**src/rtl/gpc_pkg.sv**
```systemverilog
package gpc_pkg;

  typedef enum logic [1:0] {
    STEP_HOLD  = 2'b00,
    STEP_UP    = 2'b01,
    STEP_DOWN  = 2'b10,
    STEP_HOLD2 = 2'b11
  } step_e;

  typedef enum logic [1:0] {
    OVR_PASS       = 2'd0,
    OVR_FORCE_DOWN = 2'd1,
    OVR_BLOCK_UP   = 2'd2
  } ovr_e;

  typedef struct packed {
    logic acc_hi;
    logic pf_hi;
    logic llc_hi;
  } cls_t;

  // Fixed override table on the three judgements
  function automatic ovr_e pick_override(cls_t c);
    ovr_e r;
    r = OVR_PASS;
    if (!c.acc_hi && c.pf_hi && c.llc_hi)      r = OVR_FORCE_DOWN;
    else if (c.acc_hi && c.pf_hi && c.llc_hi)  r = OVR_BLOCK_UP;
    else if (!c.acc_hi && c.pf_hi && !c.llc_hi) r = OVR_BLOCK_UP;
    return r;
  endfunction

endpackage

```
**src/rtl/gpc_interval_timer.sv**
```systemverilog
module gpc_interval_timer #(
  parameter int CNT_W = 16
) (
  input  logic             clk,
  input  logic             rst,
  input  logic [CNT_W-1:0] len_i,
  output logic             tick_o
);
  logic [CNT_W-1:0] cnt_q;
  logic [CNT_W:0]   cnt_nx;

  assign cnt_nx = {1'b0, cnt_q} + 1'b1;
  assign tick_o = (cnt_nx >= {1'b0, len_i});

  always_ff @(posedge clk) begin
    if (rst)         cnt_q <= '0;
    else if (tick_o) cnt_q <= '0;
    else             cnt_q <= cnt_nx[CNT_W-1:0];
  end

  // the cycle counter restarts after an interval end
  p_restart_r9: assert property (@(posedge clk) disable iff (rst)
    tick_o |=> (cnt_q == '0));

endmodule

```
**src/rtl/gpc_core_monitor.sv**
```systemverilog
module gpc_core_monitor import gpc_pkg::*; #(
  parameter int CNT_W = 16,
  parameter int PCT_W = 7
) (
  input  logic             clk,
  input  logic             rst,
  input  logic             tick_i,
  input  logic [2:0]       evt_i,   // 0 issue, 1 useful, 2 cache access
  input  logic [PCT_W-1:0] pct_i,
  input  logic [CNT_W:0]   pf_thr_i,
  input  logic [CNT_W:0]   llc_thr_i,
  output cls_t             cls_o
);
  localparam int SW = CNT_W + 1;
  localparam int MW = SW + PCT_W;

  logic [CNT_W-1:0] cnt_q  [3];
  logic [CNT_W-1:0] cnt_inc[3];
  logic [SW-1:0]    sm_q   [3];

  for (genvar k = 0; k < 3; k++) begin : g_evt
    assign cnt_inc[k] = (evt_i[k] && (cnt_q[k] != {CNT_W{1'b1}}))
                        ? cnt_q[k] + 1'b1 : cnt_q[k];

    always_ff @(posedge clk) begin
      if (rst) begin
        cnt_q[k] <= '0;
        sm_q[k]  <= '0;
      end else if (tick_i) begin
        cnt_q[k] <= '0;
        sm_q[k]  <= (sm_q[k] >> 1) + SW'(cnt_inc[k]);
      end else begin
        cnt_q[k] <= cnt_inc[k];
      end
    end

    // interval counts restart once folded in
    p_count_clear_r2: assert property (@(posedge clk) disable iff (rst)
      tick_i |=> (cnt_q[k] == '0));
  end

  logic [MW-1:0] acc_lhs, acc_rhs;
  assign acc_lhs = MW'(sm_q[1]) * MW'(100);
  assign acc_rhs = MW'(pct_i) * MW'(sm_q[0]);

  always_comb begin
    cls_o.acc_hi = (acc_lhs >= acc_rhs);
    cls_o.pf_hi  = (sm_q[0] >= pf_thr_i);
    cls_o.llc_hi = (sm_q[2] >= llc_thr_i);
  end

endmodule

```
**src/rtl/gpc_level_unit.sv**
```systemverilog
module gpc_level_unit import gpc_pkg::*; #(
  parameter int LVL_W   = 3,
  parameter int LVL_MIN = 1,
  parameter int LVL_MAX = 5,
  parameter int LVL_RST = 3
) (
  input  logic             clk,
  input  logic             rst,
  input  logic             upd_i,
  input  logic [1:0]       step_i,
  input  cls_t             cls_i,
  output logic [LVL_W-1:0] level_o
);
  localparam logic [LVL_W-1:0] L_MIN = LVL_W'(LVL_MIN);
  localparam logic [LVL_W-1:0] L_MAX = LVL_W'(LVL_MAX);
  localparam logic [LVL_W-1:0] L_RST = LVL_W'(LVL_RST);

  ovr_e ovr;
  logic go_up, go_dn;
  logic [LVL_W-1:0] level_q;

  assign ovr = pick_override(cls_i);

  always_comb begin
    go_up = (step_i == STEP_UP);
    go_dn = (step_i == STEP_DOWN);
    case (ovr)
      OVR_FORCE_DOWN: begin go_up = 1'b0; go_dn = 1'b1; end
      OVR_BLOCK_UP:   go_up = 1'b0;
      default: ;
    endcase
  end

  always_ff @(posedge clk) begin
    if (rst) level_q <= L_RST;
    else if (upd_i) begin
      if (go_dn && (level_q > L_MIN))      level_q <= level_q - 1'b1;
      else if (go_up && (level_q < L_MAX)) level_q <= level_q + 1'b1;
    end
  end

  assign level_o = level_q;

  // level stays in range
  p_level_range_r7: assert property (@(posedge clk) disable iff (rst)
    (level_q >= L_MIN) && (level_q <= L_MAX));

  // at most one step per update
  p_one_step_r7: assert property (@(posedge clk) disable iff (rst)
    (level_q != $past(level_q)) |->
      ((level_q == $past(level_q) + 1'b1) || (level_q == $past(level_q) - 1'b1)));

  // forced reduction
  p_force_down_r3: assert property (@(posedge clk) disable iff (rst)
    (upd_i && (ovr == OVR_FORCE_DOWN)) |=>
      ((level_q == L_MIN) || (level_q == $past(level_q) - 1'b1)));

  // no rise while blocked
  p_block_up_r4: assert property (@(posedge clk) disable iff (rst)
    (upd_i && (ovr == OVR_BLOCK_UP)) |=> (level_q <= $past(level_q)));

endmodule

```
**src/rtl/gpc_aggr_override.sv**
```systemverilog
module gpc_aggr_override import gpc_pkg::*; #(
  parameter int NCORE   = 4,
  parameter int CNT_W   = 16,
  parameter int PCT_W   = 7,
  parameter int LVL_W   = 3,
  parameter int LVL_MIN = 1,
  parameter int LVL_MAX = 5,
  parameter int LVL_RST = 3
) (
  input  logic                   clk,
  input  logic                   rst,
  input  logic [CNT_W-1:0]       interval_len_i,
  input  logic [PCT_W-1:0]       acc_pct_i,
  input  logic [CNT_W:0]         pf_thr_i,
  input  logic [CNT_W:0]         llc_thr_i,
  input  logic [NCORE-1:0]       pf_issue_i,
  input  logic [NCORE-1:0]       pf_useful_i,
  input  logic [NCORE-1:0]       llc_access_i,
  input  logic [2*NCORE-1:0]     step_req_i,
  output logic [NCORE*LVL_W-1:0] level_o,
  output logic                   level_valid_o
);
  logic tick, upd_q, valid_q;
  logic [1:0] prop_q [NCORE];
  cls_t       cls    [NCORE];

  gpc_interval_timer #(.CNT_W(CNT_W)) i_timer (
    .clk(clk), .rst(rst), .len_i(interval_len_i), .tick_o(tick)
  );

  always_ff @(posedge clk) begin
    if (rst) begin
      upd_q   <= 1'b0;
      valid_q <= 1'b0;
    end else begin
      upd_q   <= tick;
      valid_q <= upd_q;
    end
  end

  for (genvar c = 0; c < NCORE; c++) begin : g_core
    always_ff @(posedge clk) begin
      if (rst)       prop_q[c] <= STEP_HOLD;
      else if (tick) prop_q[c] <= step_req_i[2*c +: 2];
    end

    gpc_core_monitor #(.CNT_W(CNT_W), .PCT_W(PCT_W)) i_mon (
      .clk(clk), .rst(rst), .tick_i(tick),
      .evt_i({llc_access_i[c], pf_useful_i[c], pf_issue_i[c]}),
      .pct_i(acc_pct_i), .pf_thr_i(pf_thr_i), .llc_thr_i(llc_thr_i),
      .cls_o(cls[c])
    );

    gpc_level_unit #(.LVL_W(LVL_W), .LVL_MIN(LVL_MIN), .LVL_MAX(LVL_MAX),
                     .LVL_RST(LVL_RST)) i_lvl (
      .clk(clk), .rst(rst), .upd_i(upd_q), .step_i(prop_q[c]),
      .cls_i(cls[c]), .level_o(level_o[LVL_W*c +: LVL_W])
    );
  end

  assign level_valid_o = valid_q;

  // levels move only together with the strobe
  p_level_on_valid_r10: assert property (@(posedge clk) disable iff (rst)
    (level_o != $past(level_o)) |-> level_valid_o);

  // strobe follows an interval end by two edges
  p_valid_after_end_r10: assert property (@(posedge clk) disable iff (rst)
    level_valid_o |-> $past(upd_q));

endmodule

```
**config.mk**
```make
export PLATFORM = sky130hd
export DESIGN_NAME = gpc_aggr_override
export DESIGN_NICKNAME = d
export VERILOG_FILES = /design/src/rtl/gpc_pkg.sv /design/src/rtl/gpc_interval_timer.sv /design/src/rtl/gpc_core_monitor.sv /design/src/rtl/gpc_level_unit.sv /design/src/rtl/gpc_aggr_override.sv
export SDC_FILE = /design/constraint.sdc
export NUM_CORES = 2
export LEC_CHECK = 0
export BUFFER_PORTS_ARGS = -buffer_cell sky130_fd_sc_hd__buf_2
export CAP_MARGIN = 20
export CORE_MARGIN = 5
export CORE_UTILIZATION = 40
export CTS_CLUSTER_SIZE = 20
export DETAILED_ROUTE_END_ITERATION = 10
export PLACE_DENSITY_LB_ADDON = 0.12
export SLEW_MARGIN = 20
export SYNTH_ARGS = -nofsm -noshare
export SYNTH_HDL_FRONTEND = slang
export SYNTH_HIERARCHICAL = 1
export SYNTH_SLANG_ARGS = --single-unit
```
**constraint.sdc**
```tcl
create_clock -name clk -period 8.1 [get_ports clk]
set_clock_uncertainty 0.15 [all_clocks]
set_input_delay 0.81 -clock clk [delete_from_list [all_inputs] [get_ports clk]]
set_output_delay 0.81 -clock clk [all_outputs]
set_load 0.02 [all_outputs]
```
# --- Yosys cells after proc, flatten, opt, wreduce, memory -nomap -nowiden ---
# Memories as Yosys holds them, arrays and structs flattened.
# Index checks and enable logic that the tools add are counted.
word_totals:
  reg_bits: 30
  mem_bits_rw: 404
  inputBits: 79
  out_inout_bits: 13
  wordCells: 295
  memories: 9
mem_list:
  columns: ["name", "words", "width", "rd", "rd_ports_with_merged_regs", "wr", "line_no", "text"]
  rows:
  - ["g_core[0].i_mon.sm_q", 3, 17, 3, 0, 3, "gpc_core_monitor.sv:19", "logic [SW-1:0] sm_q [3];"]
  - ["g_core[1].i_mon.sm_q", 3, 17, 3, 0, 3, "gpc_core_monitor.sv:19", null]
  - ["g_core[2].i_mon.sm_q", 3, 17, 3, 0, 3, "gpc_core_monitor.sv:19", null]
  - ["g_core[3].i_mon.sm_q", 3, 17, 3, 0, 3, "gpc_core_monitor.sv:19", null]
  - ["g_core[0].i_mon.cnt_q", 3, 16, 3, 0, 3, "gpc_core_monitor.sv:17", "logic [CNT_W-1:0] cnt_q [3];"]
  - ["g_core[1].i_mon.cnt_q", 3, 16, 3, 0, 3, "gpc_core_monitor.sv:17", null]
  - ["3 more memories", null, null, null, null, null, null, null]
classes:
  add_sub_neg: 33
  n_mul: 8
  n_lt_le_gt_ge: 21
  n_eq_ne: 28
  muxes: 88
  n_bitwise: 40
  reduce_logical: 61
ops:
  columns: ["operator", "count"]
  rows:
  - ["$mux 16", 36]
  - ["$add 16x16->17", 12]
  - ["$mux 17", 12]
  - ["$add 16x1->16 const B", 12]
  - ["$ne 16x16->1 const B", 12]
  - ["$ge 17x17->1", 8]
  - ["$ge 24x24->1", 4]
  - ["$mul 7x17->24", 4]
  - ["$mul 17x5->22 const B", 4]
  - ["$logic_and 1x1->1", 40]
  - ["$or 1x1->1", 40]
  - ["$mux 2", 16]
  - ["$mux 3", 8]
  - ["$add 16x1->17 const B", 1]
  - ["$ge 17x16->1", 1]
  - ["$eq 2x1->1 const B", 8]
  - ["$eq 2x2->1 const B", 8]
  - ["$mux 1", 16]
  - ["$add 3x1->3 const B", 4]
  - ["$gt 3x1->1 const B", 4]
  - ["$lt 3x3->1 const B", 4]
  - ["$sub 3x1->3 const B", 4]
  - ["$reduce_or 2->1", 5]
  - ["$logic_not 1->1", 8]
  - ["2 further kinds", 8]

# --- Longest topological paths before layout ---
# An unclocked memory read counts as a cell.
logic_depth:
  depth_word: 15
  ltp_mapped: 30
  depth_no_buf: 29

# --- Cells and area by module ---
# Netlist, hierarchy kept.
by_module_without_submodules:
  columns: ["module", "instances", "cells_each", "area_per_inst_um2", "seq_area_each_um2"]
  rows:
  - ["gpc_core_monitor (g_core[3].i_mon)", 1, 1479, 13566.8, 2972.9]
  - ["gpc_core_monitor (g_core[1].i_mon)", 1, 1493, 13538.0, 2972.9]
  - ["gpc_core_monitor (g_core[0].i_mon)", 1, 1471, 13429.1, 2972.9]
  - ["gpc_core_monitor (g_core[2].i_mon)", 1, 1394, 13056.3, 2972.9]
  - ["gpc_level_unit", 4, 36, 310.3, 60.1]
  - ["gpc_interval_timer", 1, 136, 1153.6, 320.3]
  - ["gpc_aggr_override", 1, 22, 380.4, 280.3]

# --- Worst setup path after synthesis ---
# Ideal clock, no wire load.
synth_path:
  kind: "input to register"
  startpoint: "input port acc_pct_i[1]"
  endpoint: "register g_core[3].i_lvl.level_q[2]"
  setup_ps: 123
  t_arrival_ps: 7360
  required_time_ps: 7827
  setup_slack_ps: 466
  stages: 26
  n_path_buf: 1
  path_cell_list: "clkbuf_1 and2_1 fa_1 fa_1 fa_1 inv_1 fa_1 inv_1 ha_1 a211o_1 or4_1 o211ai_1 o211ai_1 a311oi_1 xor2_1 ha_1 a21o_1 a21o_1 a211o_1 a2111oi_0 o211ai_1 and2_1 nand3b_1 a22oi_2 a32oi_1 mux2_1"
synth_rtl:
  columns: ["element", "line_no", "text"]
  rows:
  - ["start, declared", "gpc_aggr_override.sv:13", "input logic [PCT_W-1:0] acc_pct_i,"]
  - ["end signal, assigned", "gpc_level_unit.sv:37", "if (go_dn && (level_q > L_MIN)) level_q <= level_q - 1'b1;"]
  - ["end signal, assigned", "gpc_level_unit.sv:38", "else if (go_up && (level_q < L_MAX)) level_q <= level_q + 1'b1;"]
  - ["end, declared", "gpc_level_unit.sv:20", "logic [LVL_W-1:0] level_q;"]

==> summary.md <==
| Metric | Value |
|---|---|
| Combinational power share | `44.8%` |
| CTS H-Tree Depth | `2` |
| Hold_buf cts | `0` |
| Rel. slew slack | `32.3%` |
| CP Data Required Time | `8530 ps` |
| Vias per cell | `5.13` |
| Post-Syn Area per Cell | `9.18 sq um` |
| Mapped Cells | `6139` |
| Gpl congestion | `0.843` |
| VDD IR max | `0.000170 V` |
| GR Util met1 | `27.3%` |
| Post-synth ARST share | `0%` |
| Initial DRT Pass Iterations | `5` |
| Post-Syn Area | `56400 sq um` |
| Initial antenna violation count | `9` |
| 1st-iter DRT viols | `1973` |
| CTS Buf Count | `58` |
| CP max stage delay | `540 ps` |
| Hold Fails Final Rpt | `0` |
| Die area | `149000 sq um` |
| Drt wl/cell | `16.9 microns` |
| Final Instance Area | `62500 sq um` |
| Max-slew violation count | `0` |
| Psw | `0.00360 W` |
| Fmax | `129 MHz` |
| DP Area | `60600 sq um` |
| First-pass GRT wire length | `234 mm` |
| Most frequent CP cell | `fa_1` |
| CTS tree | `done` |
| Fin nets | `7810` |
| GRT met2 Usage | `32.5%` |
| Register bit count reported by yosys | `434` |
| Sequential power share | `28.3%` |
| Setup ws final | `372 ps` |
| Total power | `0.00951 W` |
| CTS root buf | `clkbuf_16` |
| Setup_tns | `0 ps` |
| Crit Path Category | `reg2reg` |
| Drt total wl | `143 mm` |
| Clock buffer depth | `3` |
| GRT overflow | `0` |
| Startpoint types | `register` |
| Critical path's top delay family | `compound AO/OA/AOI/OAI gates` |
| Post-DP HPWL | `114 mm` |
| Adder-cell share of the synthesized area | `31.5%` |
| DRC | `0` |
| Internal power | `0.00591 W` |
| Sw frac | `37.8%` |
| Post-synthesis sequential area ratio | `22.6%` |
| Min Tclk post-route | `7730 ps` |
| Number of cells upsized or downsized after cts | `0` |
| Global routing's busiest layer | `met2` |
| Largest family of logic cells by synthesized area | `adder cells` |
| RSZ-0062 raised after global routing | `no` |
| Row cnt | `137` |
| Clock-pin transition on the worst setup and hold timing paths | `60 ps` |
| CP Capture Type | `register` |
| Tightest Pin Transition | `1010 ps` |
| Compound-gate portion of the synthesized area | `13.6%` |
| Vias in the first global route | `44400` |
| Tcrit/Tclk final | `95.4%` |
| Maxcap violations | `0` |
| Synth Area in XOR/XNOR | `6.94%` |
| Tot GR Track Use | `19.3%` |
| Worst slack, placed | `-109 ps` |
| Via count | `43400` |
| Die height | `385 microns` |
| Buf/Inv on CP | `3` |
| Buffers on Ports | `91` |
| Clock power frac | `26.9%` |
| Distinct cells, synth | `112` |
| Simple-Gate Fraction of Synth Area | `18.6%` |
| Final setup violation count | `0` |
| Hold Path Class | `in2reg` |
| Antenna Violating Nets Remaining | `0` |
| CP arrival | `8150 ps` |
| Post-synth EDFFs | `404` |
| Syn. warnings | `6` |
| PwrDens | `152 nW/um^2` |
| Placed cells | `8342` |
| CTS sink count | `434` |
| Postcts setup bufs | `0` |
| Area growth syn-to-layout | `10.8%` |
| Core ar. | `140000 sq um` |
| Initial core utilization | `40.3%` |
| Slowest cell on the critical path | `edfxtp_1` |
| Critical Path Fanout Max | `8` |
| Leak Pwr | `30.0 nW` |
| Ports | `92` |
| Main synth FF type | `edfxtp_1` |
| Largest net degree at the start of global routing | `66` |
| Die Wd | `385 microns` |
| Status | `completed` |
| Non-filler cells, final | `8452` |
| Post-synthesis mux area share | `0.733%` |
| Layout cells sized above 1 | `6.69%` |
| Clock Latency Late Sink | `690 ps` |
| GR Layer Usage met3 | `1.96%` |
==> path summary, 6_finish.rpt <==
check                                      startpoint                                 endpoint  slack [ps]  cells after the start
min                                     step_req_i[1]               prop_q[0][1]$_SDFFCE_PN0P_         290                      2
min reg2reg               i_timer/cnt_q[0]$_SDFF_PP0_              i_timer/cnt_q[0]$_SDFF_PP0_         340                      1
max reg2reg  g_core[3].i_mon/sm_q[0][6]$_SDFFCE_PN0P_  g_core[3].i_lvl/level_o[2]$_SDFFE_PP0P_         370                     26
max          g_core[3].i_mon/sm_q[0][6]$_SDFFCE_PN0P_  g_core[3].i_lvl/level_o[2]$_SDFFE_PP0P_         370                     26
==> worst register-to-register path: cells and delay by family (launching register included) <==
family	cells	cell delay, ps
and+or+nand+nor	4	1010
xor gates and xnor gates	1	200
DFF	1	540
AOI/OAI and AO/OA	11	2630
muxes	1	320
buffers and inverters	3	270
adders and majority gates	6	2510
==> area by class of cell <==
cell class | instances | area (sq um)
well taps | 1876 | 2350
multi-input cells | 4991 | 41000
flip-flops and latches | 434 | 12700
clock buffers | 81 | 1560
repair buffers | 239 | 1570
clock inverters | 28 | 298
inverters | 802 | 3010
diodes | 1 | 2.50
fillers | 13700 | 77200
==> layout by cell type (no fill, tap or decap), types with 149 or more instances in the layout <==
master and n:
buf_4 149, xor2_1 197, xnor2_1 244, fa_1 356
nor2_1 383, edfxtp_1 404, ha_1 849, a21o_1 173
o21ai_0 184, conb_1 192, a21oi_1 289, nand2_1 380
and2_1 376, nor2b_1 245, inv_1 802
==> Yosys cell counts, types with 62 or more instances <==
cell type,instances,share of area [%]
xor2_1,197,3.1
and2_1,376,4.2
edfxtp_1,404,22
nand2b_1,67,0.74
clkbuf_1,86,0.57
fa_1,356,13
a21oi_1,289,2.6
nand2_1,380,2.5
xnor2_1,244,3.8
o21ai_0,186,1.7
a211oi_1,62,0.83
inv_1,802,5.3
nand3_1,120,1.1
nand4_1,96,1.1
nor2_1,383,2.6
nor2b_1,247,2.7
ha_1,849,19
a21o_1,173,2.3
o21a_1,78,1.0
nor3_1,91,0.81
==> state kept, by name, summed over array words and instances, names as in the netlist <==
name and cells:
i_timer/cnt_q 16, prop_q 8, g_core.i_mon/sm_q 204, upd_q 1, g_core.i_lvl/level_o 12, g_core.i_mon/cnt_q 192
level_valid_o 1
==> power by group through the flow <==
stage               combinational (W)  clock [W]  sequential [W]
finish                        0.00426    0.00256         0.00269
floorplan                     0.00313          0         0.00269
global route                  0.00490    0.00276         0.00270
detailed placement            0.00426          0         0.00274
global placement              0.00423          0         0.00273
CTS                           0.00431    0.00268         0.00269
==> stage by stage <==
step / utilization, % / hold WS (ps)
floorplan: - / 294
global placement: 43.4 / 329
detailed placement: 43.4 / 332
CTS: 44.7 / 226
global route: 44.7 / 270
finish: 44.7 / 293
==> logic make-up after synthesis <==
logic type,after synthesis
DFF,434
other,4
and+or+nand+nor,1978
AOI/OAI and AO/OA,1133
adders and majority gates,1205
muxes,39
buffers and inverters,902
xor gates and xnor gates,444
==> metal layers <==
metal  vias up  wire length (microns)
met5         -                     40
met4         6                   2300
met3       151                   4500
met2       576                  65000
met1     20800                  70700
li1      21800                      -
(Power assumes the default switching activity.)
